[config.mk]
export PLATFORM = sky130hd
export DESIGN_NAME = snoop_collector
export DESIGN_NICKNAME = d
export VERILOG_FILES = /design/src/rtl/snp_pkg.sv /design/src/rtl/snp_vote_tracker.sv /design/src/rtl/snp_ctrl.sv /design/src/rtl/snoop_collector.sv
export SDC_FILE = /design/constraint.sdc
export NUM_CORES = 1
export LEC_CHECK = 0
export ABC_CLOCK_PERIOD_IN_PS = 3800
export BUFFER_PORTS_ARGS = -buffer_cell sky130_fd_sc_hd__buf_2
export CAP_MARGIN = 20
export CORE_UTILIZATION = 41
export DETAILED_ROUTE_END_ITERATION = 12
export PLACE_DENSITY = 0.76
export RECOVER_POWER = 50
export SLEW_MARGIN = 5
export SYNTH_ARGS = -nofsm -noshare
export SYNTH_HDL_FRONTEND = slang
export SYNTH_SLANG_ARGS = --single-unit
[constraint.sdc]
create_clock -name clk_i -period 3.8 [get_ports clk_i]
set_clock_uncertainty 0.1 [all_clocks]
set_input_delay 0.38 -clock clk_i [delete_from_list [all_inputs] [get_ports clk_i]]
set_output_delay 0.38 -clock clk_i [all_outputs]
set_load 0.03 [all_outputs]
[src/rtl/snp_pkg.sv]
package snp_pkg;
  typedef enum logic [2:0] {
    S_IDLE,
    S_BCAST,
    S_COLLECT,
    S_GW,
    S_WAIT_C2C,
    S_WAIT_MEM
  } snp_state_e;
endpackage

[src/rtl/snp_vote_tracker.sv]
module snp_vote_tracker #(
  parameter int N_PART  = 8,
  parameter int SELF_ID = 0,
  localparam int CNT_W  = $clog2(N_PART + 1)
) (
  input  logic              clk_i,
  input  logic              rst_ni,
  input  logic              clr_i,
  input  logic              en_i,
  input  logic [N_PART-1:0] resp_valid_i,
  input  logic [N_PART-1:0] resp_ack_i,
  output logic              all_in_o,
  output logic [CNT_W-1:0]  ack_cnt_o
);
  localparam logic [N_PART-1:0] REMOTE = ~(N_PART'(1) << SELF_ID);

  logic [N_PART-1:0] seen_q, ack_q, seen_n, ack_n, fresh;

  // first vote per remote slot counts, repeats dropped
  assign fresh  = en_i ? (resp_valid_i & REMOTE & ~seen_q) : '0;
  assign seen_n = seen_q | fresh;
  assign ack_n  = ack_q | (fresh & resp_ack_i);
  assign all_in_o = ((seen_n & REMOTE) == REMOTE);

  always_comb begin
    ack_cnt_o = '0;
    for (int i = 0; i < N_PART; i++) ack_cnt_o = ack_cnt_o + CNT_W'(ack_n[i]);
  end

  always_ff @(posedge clk_i or negedge rst_ni) begin
    if (!rst_ni) begin
      seen_q <= '0;
      ack_q  <= '0;
    end else if (clr_i) begin
      seen_q <= '0;
      ack_q  <= '0;
    end else begin
      seen_q <= seen_n;
      ack_q  <= ack_n;
    end
  end
endmodule

[src/rtl/snp_ctrl.sv]
module snp_ctrl
  import snp_pkg::*;
#(
  parameter int ADDR_W = 40,
  parameter int N_PART = 8,
  localparam int CNT_W = $clog2(N_PART + 1)
) (
  input  logic              clk_i,
  input  logic              rst_ni,
  input  logic              miss_valid_i,
  input  logic              miss_mediated_i,
  input  logic [ADDR_W-1:0] miss_addr_i,
  input  logic              all_in_i,
  input  logic [CNT_W-1:0]  ack_cnt_i,
  input  logic              data_valid_i,
  input  logic              data_mem_i,
  output logic              miss_ready_o,
  output logic              bcast_valid_o,
  output logic              gw_valid_o,
  output logic              clr_o,
  output logic              collect_o,
  output logic [ADDR_W-1:0] addr_o,
  output logic              done_o,
  output logic              done_c2c_o,
  output logic              err_o
);
  snp_state_e state_q, state_n;
  logic [ADDR_W-1:0] addr_q;
  logic done_n, c2c_n, err_n;

  assign miss_ready_o  = (state_q == S_IDLE);
  assign bcast_valid_o = (state_q == S_BCAST);
  assign gw_valid_o    = (state_q == S_GW);
  assign clr_o         = (state_q == S_BCAST);
  assign collect_o     = (state_q == S_COLLECT);
  assign addr_o        = addr_q;

  always_comb begin
    state_n = state_q;
    done_n  = 1'b0;
    c2c_n   = 1'b0;
    err_n   = 1'b0;
    unique case (state_q)
      S_IDLE:
        if (miss_valid_i) state_n = miss_mediated_i ? S_GW : S_BCAST;
      S_BCAST:   state_n = S_COLLECT;
      S_COLLECT:
        if (all_in_i) begin
          if (ack_cnt_i == CNT_W'(1)) state_n = S_WAIT_C2C;
          else begin
            state_n = S_GW;
            err_n   = (ack_cnt_i > CNT_W'(1));
          end
        end
      S_GW:      state_n = S_WAIT_MEM;
      S_WAIT_C2C:
        if (data_valid_i && !data_mem_i) begin
          state_n = S_IDLE;
          done_n  = 1'b1;
          c2c_n   = 1'b1;
        end
      S_WAIT_MEM:
        if (data_valid_i && data_mem_i) begin
          state_n = S_IDLE;
          done_n  = 1'b1;
        end
      default:   state_n = S_IDLE;
    endcase
  end

  always_ff @(posedge clk_i or negedge rst_ni) begin
    if (!rst_ni) begin
      state_q    <= S_IDLE;
      addr_q     <= '0;
      done_o     <= 1'b0;
      done_c2c_o <= 1'b0;
      err_o      <= 1'b0;
    end else begin
      state_q    <= state_n;
      done_o     <= done_n;
      done_c2c_o <= c2c_n;
      err_o      <= err_n;
      if (state_q == S_IDLE && miss_valid_i) addr_q <= miss_addr_i;
    end
  end
endmodule

[src/rtl/snoop_collector.sv]
module snoop_collector #(
  parameter int ADDR_W  = 40,
  parameter int N_PART  = 8,
  parameter int N_GW    = 4,
  parameter int SELF_ID = 0,
  parameter int GW_LSB  = 6,
  localparam int GW_W   = (N_GW > 1) ? $clog2(N_GW) : 1,
  localparam int CNT_W  = $clog2(N_PART + 1)
) (
  input  logic              clk_i,
  input  logic              rst_ni,
  input  logic              miss_valid_i,
  input  logic              miss_mediated_i,
  input  logic [ADDR_W-1:0] miss_addr_i,
  output logic              miss_ready_o,
  output logic              bcast_valid_o,
  output logic [ADDR_W-1:0] bcast_addr_o,
  input  logic [N_PART-1:0] resp_valid_i,
  input  logic [N_PART-1:0] resp_ack_i,
  output logic              gw_valid_o,
  output logic [GW_W-1:0]   gw_sel_o,
  output logic [ADDR_W-1:0] gw_addr_o,
  input  logic              data_valid_i,
  input  logic              data_mem_i,
  output logic              done_o,
  output logic              done_c2c_o,
  output logic              err_o
);
  logic              clr, collect, all_in;
  logic [CNT_W-1:0]  ack_cnt;
  logic [ADDR_W-1:0] addr;

  snp_vote_tracker #(.N_PART(N_PART), .SELF_ID(SELF_ID)) u_votes (
    .clk_i        (clk_i),
    .rst_ni       (rst_ni),
    .clr_i        (clr),
    .en_i         (collect),
    .resp_valid_i (resp_valid_i),
    .resp_ack_i   (resp_ack_i),
    .all_in_o     (all_in),
    .ack_cnt_o    (ack_cnt)
  );

  snp_ctrl #(.ADDR_W(ADDR_W), .N_PART(N_PART)) u_ctrl (
    .clk_i           (clk_i),
    .rst_ni          (rst_ni),
    .miss_valid_i    (miss_valid_i),
    .miss_mediated_i (miss_mediated_i),
    .miss_addr_i     (miss_addr_i),
    .all_in_i        (all_in),
    .ack_cnt_i       (ack_cnt),
    .data_valid_i    (data_valid_i),
    .data_mem_i      (data_mem_i),
    .miss_ready_o    (miss_ready_o),
    .bcast_valid_o   (bcast_valid_o),
    .gw_valid_o      (gw_valid_o),
    .clr_o           (clr),
    .collect_o       (collect),
    .addr_o          (addr),
    .done_o          (done_o),
    .done_c2c_o      (done_c2c_o),
    .err_o           (err_o)
  );

  assign bcast_addr_o = addr;
  assign gw_addr_o    = addr;

  generate
    if (N_GW > 1) begin : g_multi_gw
      assign gw_sel_o = addr[GW_LSB +: GW_W];
    end else begin : g_single_gw
      assign gw_sel_o = '0;
    end
  endgenerate
endmodule

After elaboration in Yosys (flattened, before gate mapping)
Cells that the tools add are included.
{"block": "op_classes", "addsub": 7, "magnitude_cmp": 1, "eq_ne": 11, "muxes": 17, "n_bitwise": 5, "reduce_logical": 6}
{"cell": "adder 4 x 1 -> 4 bit", "count": 6}
{"cell": "2-to-1 mux 8 bit", "count": 3}
{"cell": "case mux 3 bit (6 select lines)", "count": 1}
{"cell": "AND 8 bit", "count": 2}
{"cell": "OR 8 bit", "count": 2}
{"cell": "2-to-1 mux 3 bit", "count": 5}
{"cell": "NOT 8 bit", "count": 1}
{"cell": "equality test 7 bit, second input constant", "count": 1}
{"cell": "equality test 3 x 2 -> 1 bit, second input constant", "count": 2}
{"cell": "equality test 3 bit, second input constant", "count": 2}
{"cell": "2-to-1 mux 1 bit", "count": 6}
{"cell": "equality test 4 x 1 -> 1 bit, second input constant", "count": 1}
{"cell": "> comparator 4 x 1 -> 1 bit, second input constant", "count": 1}
{"cell": "inequality test 2 x 1 -> 1 bit, second input constant", "count": 2}
{"cell": "inequality test 2 bit, second input constant", "count": 2}
{"cell": "AND reduction 4 bit", "count": 1}
{"cell": "equality test 3 x 1 -> 1 bit, second input constant", "count": 1}
{"cell": "logical AND 1 bit", "count": 3}
{"cell": "logical NOT 3 bit", "count": 1}
{"cell": "adder 1 x 1 -> 2 bit", "count": 1}
{"cell": "2-to-1 mux 2 bit", "count": 1}
{"cell": "case mux 1 bit (2 select lines)", "count": 1}
{"cell": "logical NOT 1 bit", "count": 1}
{"block": "word_totals", "register_bits": 62, "inputBits": 62, "output_inout_bits": 88, "word_cells": 54}

Longest topological paths before layout
{"block": "depth", "ltp_word": 16, "depth_mapped": 13, "depth_no_buf": 11}

Hierarchy
Synthesis repeated with hierarchy kept, for this count alone.
{"block": "unflattened", "hier_cells": 234, "area_unflattened_um2": 3009.1}
{"mod": "snp_ctrl", "instances": 1, "cells_per_inst": 120, "area_each_um2": 1961.9}
{"mod": "snp_vote_tracker", "instances": 1, "cells_per_inst": 72, "area_each_um2": 732.0}
{"mod": "snoop_collector", "instances": 1, "cells_per_inst": 42, "area_each_um2": 315.3}

Least setup slack after synthesis
No wires, ideal clock.
{"block": "synth_path", "path_type": "reg-to-reg", "start": "register u_ctrl.state_q[0]", "end": "register u_ctrl.state_q[2]", "arrival_time_ns": 3.547, "required_ns": 3.617, "setup_slack_ns": 0.069, "path_stages_with_launch": 13, "period_less_slack_ns": 3.731, "cell_sequence": "dfrtp_1 -> buf_4 -> nor3b_2 -> buf_2 -> a41o_1 -> fa_1 -> inv_1 -> fa_1 -> fa_1 -> fa_1 -> nand2b_1 -> or3_1 -> o21ai_0"}
{"block": "synth_between", "elab_chain_len": 15}
{"item": "from (decl)", "line_no": "snp_ctrl.sv:27", "source": "snp_state_e state_q, state_n;"}
{"item": "from (signal assigned)", "line_no": "snp_ctrl.sv:79", "source": "state_q <= state_n;"}
{"item": "equality test 3 x 2 -> 1 bit", "line_no": "snp_ctrl.sv:35, snp_ctrl.sv:43"}
{"item": "2-to-1 mux 8 bit", "line_no": "snp_vote_tracker.sv:20", "source": "assign fresh = en_i ? (resp_valid_i & REMOTE & ~seen_q) : '0;"}
{"item": "AND 8 bit", "line_no": "snp_vote_tracker.sv:22", "source": "assign ack_n = ack_q | (fresh & resp_ack_i);"}
{"item": "OR 8 bit", "line_no": "snp_vote_tracker.sv:22"}
{"item": "adder 1 x 1 -> 2 bit", "line_no": "snp_vote_tracker.sv:27", "source": "for (int i = 0; i < N_PART; i++) ack_cnt_o = ack_cnt_o + CNT_W'(ack_n[i]);"}
{"item": "adder 4 x 1 -> 4 bit (6 in a row)", "line_no": "snp_vote_tracker.sv:27"}
{"item": "equality test 4 x 1 -> 1 bit", "line_no": "snp_ctrl.sv:49", "source": "if (ack_cnt_i == CNT_W'(1)) state_n = S_WAIT_C2C;"}
{"item": "2-to-1 mux 3 bit", "line_no": "snp_ctrl.sv:49"}
{"item": "2-to-1 mux 3 bit", "line_no": "snp_ctrl.sv:48", "source": "if (all_in_i) begin"}
{"item": "case mux 3 bit (6 select lines)", "line_no": "snp_ctrl.sv:43", "source": "unique case (state_q)"}
Parallel ways exist; a longest one is shown, timed or not. The select of a mux whose other input is x is not followed.
A chain may end at the register's enable or synchronous reset.

Worst setup path in the final report
{"block": "layout_path", "start": "register u_ctrl.state_q[1]", "end": "register u_ctrl.state_q[0]"}
Same word-level chain as after synthesis.

==> impl_metrics.ini <==
[drt]
post_drt_via_cell_ratio = 4.711
drc = 0
routed_wl_um = 6009
dr.pass1.iters = 4
ant_nets = 0
wl_per_cell_um = 13.18
drt_iter0_markers = 28
via_count = 2148

[synthesis]
yosysTopAreaCellShare_pct = 51.22
yosys_register_bits = 60
synth_cell_type_count = 33
synth_area_per_cell_um2 = 12.21
synth-seq-area-share_pct = 51.22
ys_warn_count = 0
synth_area_um2 = 2932
synthCells = 240
synthArstFlopShare_pct = 100.0
yosysTopAreaCell = dfrtp_1
ys_top_cells_by_area = dfrtp_1 (51%), mux2_2 (14%), buf_4 (12%)
synth_fp_nets = 308
yosysMostFrequentCell = dfrtp_1
synth_edf_count = 0
synth_common_cells = dfrtp_1 (60), buf_4 (45), mux2_2 (37)
synth_top_flop_cell = dfrtp_1

[clock_tree]
cts_setup_buffers = 0
cts_hold_buf = 0
path_clk_slew_ns = 0.07
cts_tree = done
clock_path_buffers = 2
clock_latency_ns = 0.33
cts-root-buf = clkbuf_8
clock-sinks = 60
numCtsBuffers = 9
htree_levels = 3

[timing]
period_share_pct = 95.73
drv_slew = 63
final_hold_viol_count = 0
slew_headroom_pct = -18.90
finalSetupViolations = 0
rsz0062_at_grt = no
max_freq_mhz = 274.9
tns_ns = 0
worstMarginPinSlew_ns = 1.784
min_period_ns = 3.638

[grt]
grt_pass1_vias = 1958
busiest_layer = met2
grt-ovfl-total = 0
use_met3_pct = 4.667
grt_use_met1_pct = 18.97
grt_max_degree = 41
antenna_found_initial = 0
grt_pass1_wl_um = 9252
grt_use_total_pct = 16.63
use_met2_pct = 28.86

[outcome]
failed_checks = capacitance limit, slew limit
outcome = complete, but fails checks

[floorplan]
core_um2 = 6869
start_util_pct = 42.68
die-area_um2 = 7493
die_h_um = 86.56
io_pins = 150
rows = 30
die_x_um = 86.56

[worst_setup_path]
cp_cell_sequence = nor3b_2, buf_4, a41o_1, fa_1, inv_1, fa_1, fa_2, fa_1, nor2b_1, a31oi_2, nor4b_1, a221oi_2
cpMaxStageDelayCell = fa_1
arrival_ns = 3.78
reg2regPathDepth = 12
end_kind = flip-flop
startpoint_type = flip-flop
critPathMaxStageDelay_ns = 0.53
worstPathRequired_ns = 3.94
critical_path.max_fanout = 9
crit_top_cell = fa_1
crit_type = flip-flop to flip-flop

[min_path]
worstHoldPathCells = 2
hp-class = input pin to flip-flop

[flow_run]
maxCapViolCount = 2

[placed_design]
dp_hpwl_um = 4432
port_buffers = 147
gp_congestion = 0.8187

[layout]
area_growth_pct = 24.54
nets = 423
diodes = 0
drive_gt1_share_pct = 46.94
## cells in the final DEF (no fill, tap or decap), types with 2 or more instances in the layout
| cell | synthesis | final |
|---|---|---|
| a21o_1 | 2 | 2 |
| a21oi_1 | 8 | 8 |
| a41o_1 | 3 | 3 |
| a41oi_1 | 2 | 2 |
| buf_2 | 6 | 105 |
| buf_4 | 45 | 6 |
| bufinv_16 | 0 | 2 |
| clkbuf_1 | 0 | 45 |
| clkbuf_8 | 0 | 10 |
| clkinv_2 | 0 | 3 |
| dfrtp_1 | 60 | 60 |
| fa_1 | 4 | 3 |
| ha_1 | 2 | 2 |
| inv_1 | 12 | 12 |
| mux2_1 | 3 | 3 |
| mux2_2 | 37 | 37 |
| nand2_1 | 3 | 3 |
| nand2b_1 | 5 | 5 |
| nand4bb_1 | 3 | 3 |
| nor2_1 | 14 | 14 |
| nor2b_1 | 7 | 7 |
| nor3_1 | 4 | 4 |
| o21ai_0 | 4 | 3 |
## state kept, by name (all words and copies together), names as in the netlist
signal             count
u_votes.seen_q         7
u_ctrl.addr_o         40
u_votes.ack_q          7
u_ctrl.err_o           1
u_ctrl.done_c2c_o      1
u_ctrl.state_q         3
u_ctrl.done_o          1
## metal layers
metal  routed length, um  up-vias
met2                3141       91
met1                2366     1038
li1                    -     1007
met3                 379       12
met5                   0        -
met4                 121        0
## worst paths after layout
check	endpoint	slack (ns)	startpoint
setup / recovery	u_ctrl.state_q[0]$_DFFE_PN0P_	0.16	u_ctrl.state_q[1]$_DFFE_PN0P_
hold / removal	u_ctrl.addr_o[38]$_DFFE_PN0P_	0.17	miss_addr_i[38]
setup reg to reg	u_ctrl.state_q[0]$_DFFE_PN0P_	0.16	u_ctrl.state_q[1]$_DFFE_PN0P_
hold reg to reg	u_votes.ack_q[7]$_DFF_PN0_	0.40	u_votes.ack_q[7]$_DFF_PN0_
max in group asynchronous	u_ctrl.addr_o[2]$_DFFE_PN0P_	1.04	rst_ni
min in group asynchronous	u_ctrl.addr_o[4]$_DFFE_PN0P_	0.42	rst_ni
## timing repair
item,CTS,global route
hold endpoints to repair,0,0
endpoints found under the setup margin,3,4
pin swaps,0,1
gates cloned,0,0
gates resized for setup,2,1
## through the flow
stage | area [um2] | std cells | util [%] | setup WS (ns) | hold slack [ns]
after floorplan | 2932 | 240 | - | 0.06919 | -0.01559
after global placement | 3486 | 440 | 50.75 | 0.08387 | 0.3694
after detailed placement | 3486 | 440 | 50.75 | 0.01306 | 0.3825
after CTS | 3709 | 456 | 53.99 | 0.03029 | 0.01712
after global routing | 3651 | 456 | 53.15 | 0.008545 | 0.1509
final | 3651 | 456 | 53.15 | 0.1623 | 0.1682
## cell families after synthesis
kind of cell	synth area share (%)
buffers and inverters	14.08
DFF	51.22
and+or+nand+nor	9.005
muxes	15.36
AOI/OAI and AO/OA	6.317
adders and majority gates	3.585
other	0.1279
xor gates and xnor gates	0.2988
## critical path: cells and delay by family, from the launching register on
| kind | cells | cell delay, ns |
|---|---|---|
| AOI/OAI and AO/OA | 3 | 0.69 |
| adders and majority gates | 4 | 1.76 |
| buffers and inverters | 2 | 0.21 |
| DFF | 1 | 0.37 |
| and+or+nand+nor | 3 | 0.40 |
## area by class of cell
| type | count | area, um2 |
|---|---|---|
| clock buffer | 11 | 141.4 |
| clock inverter | 5 | 75.07 |
| fill | 647 | 3218 |
| inverter | 12 | 45.04 |
| multi-input combinational | 117 | 1032 |
| sequential | 60 | 1501 |
| tap | 96 | 120.1 |
| timing repair buffer | 155 | 735.7 |
Power is not shown: default switching activity piles up to over one toggle a cycle in this logic, so the estimate is an artifact.
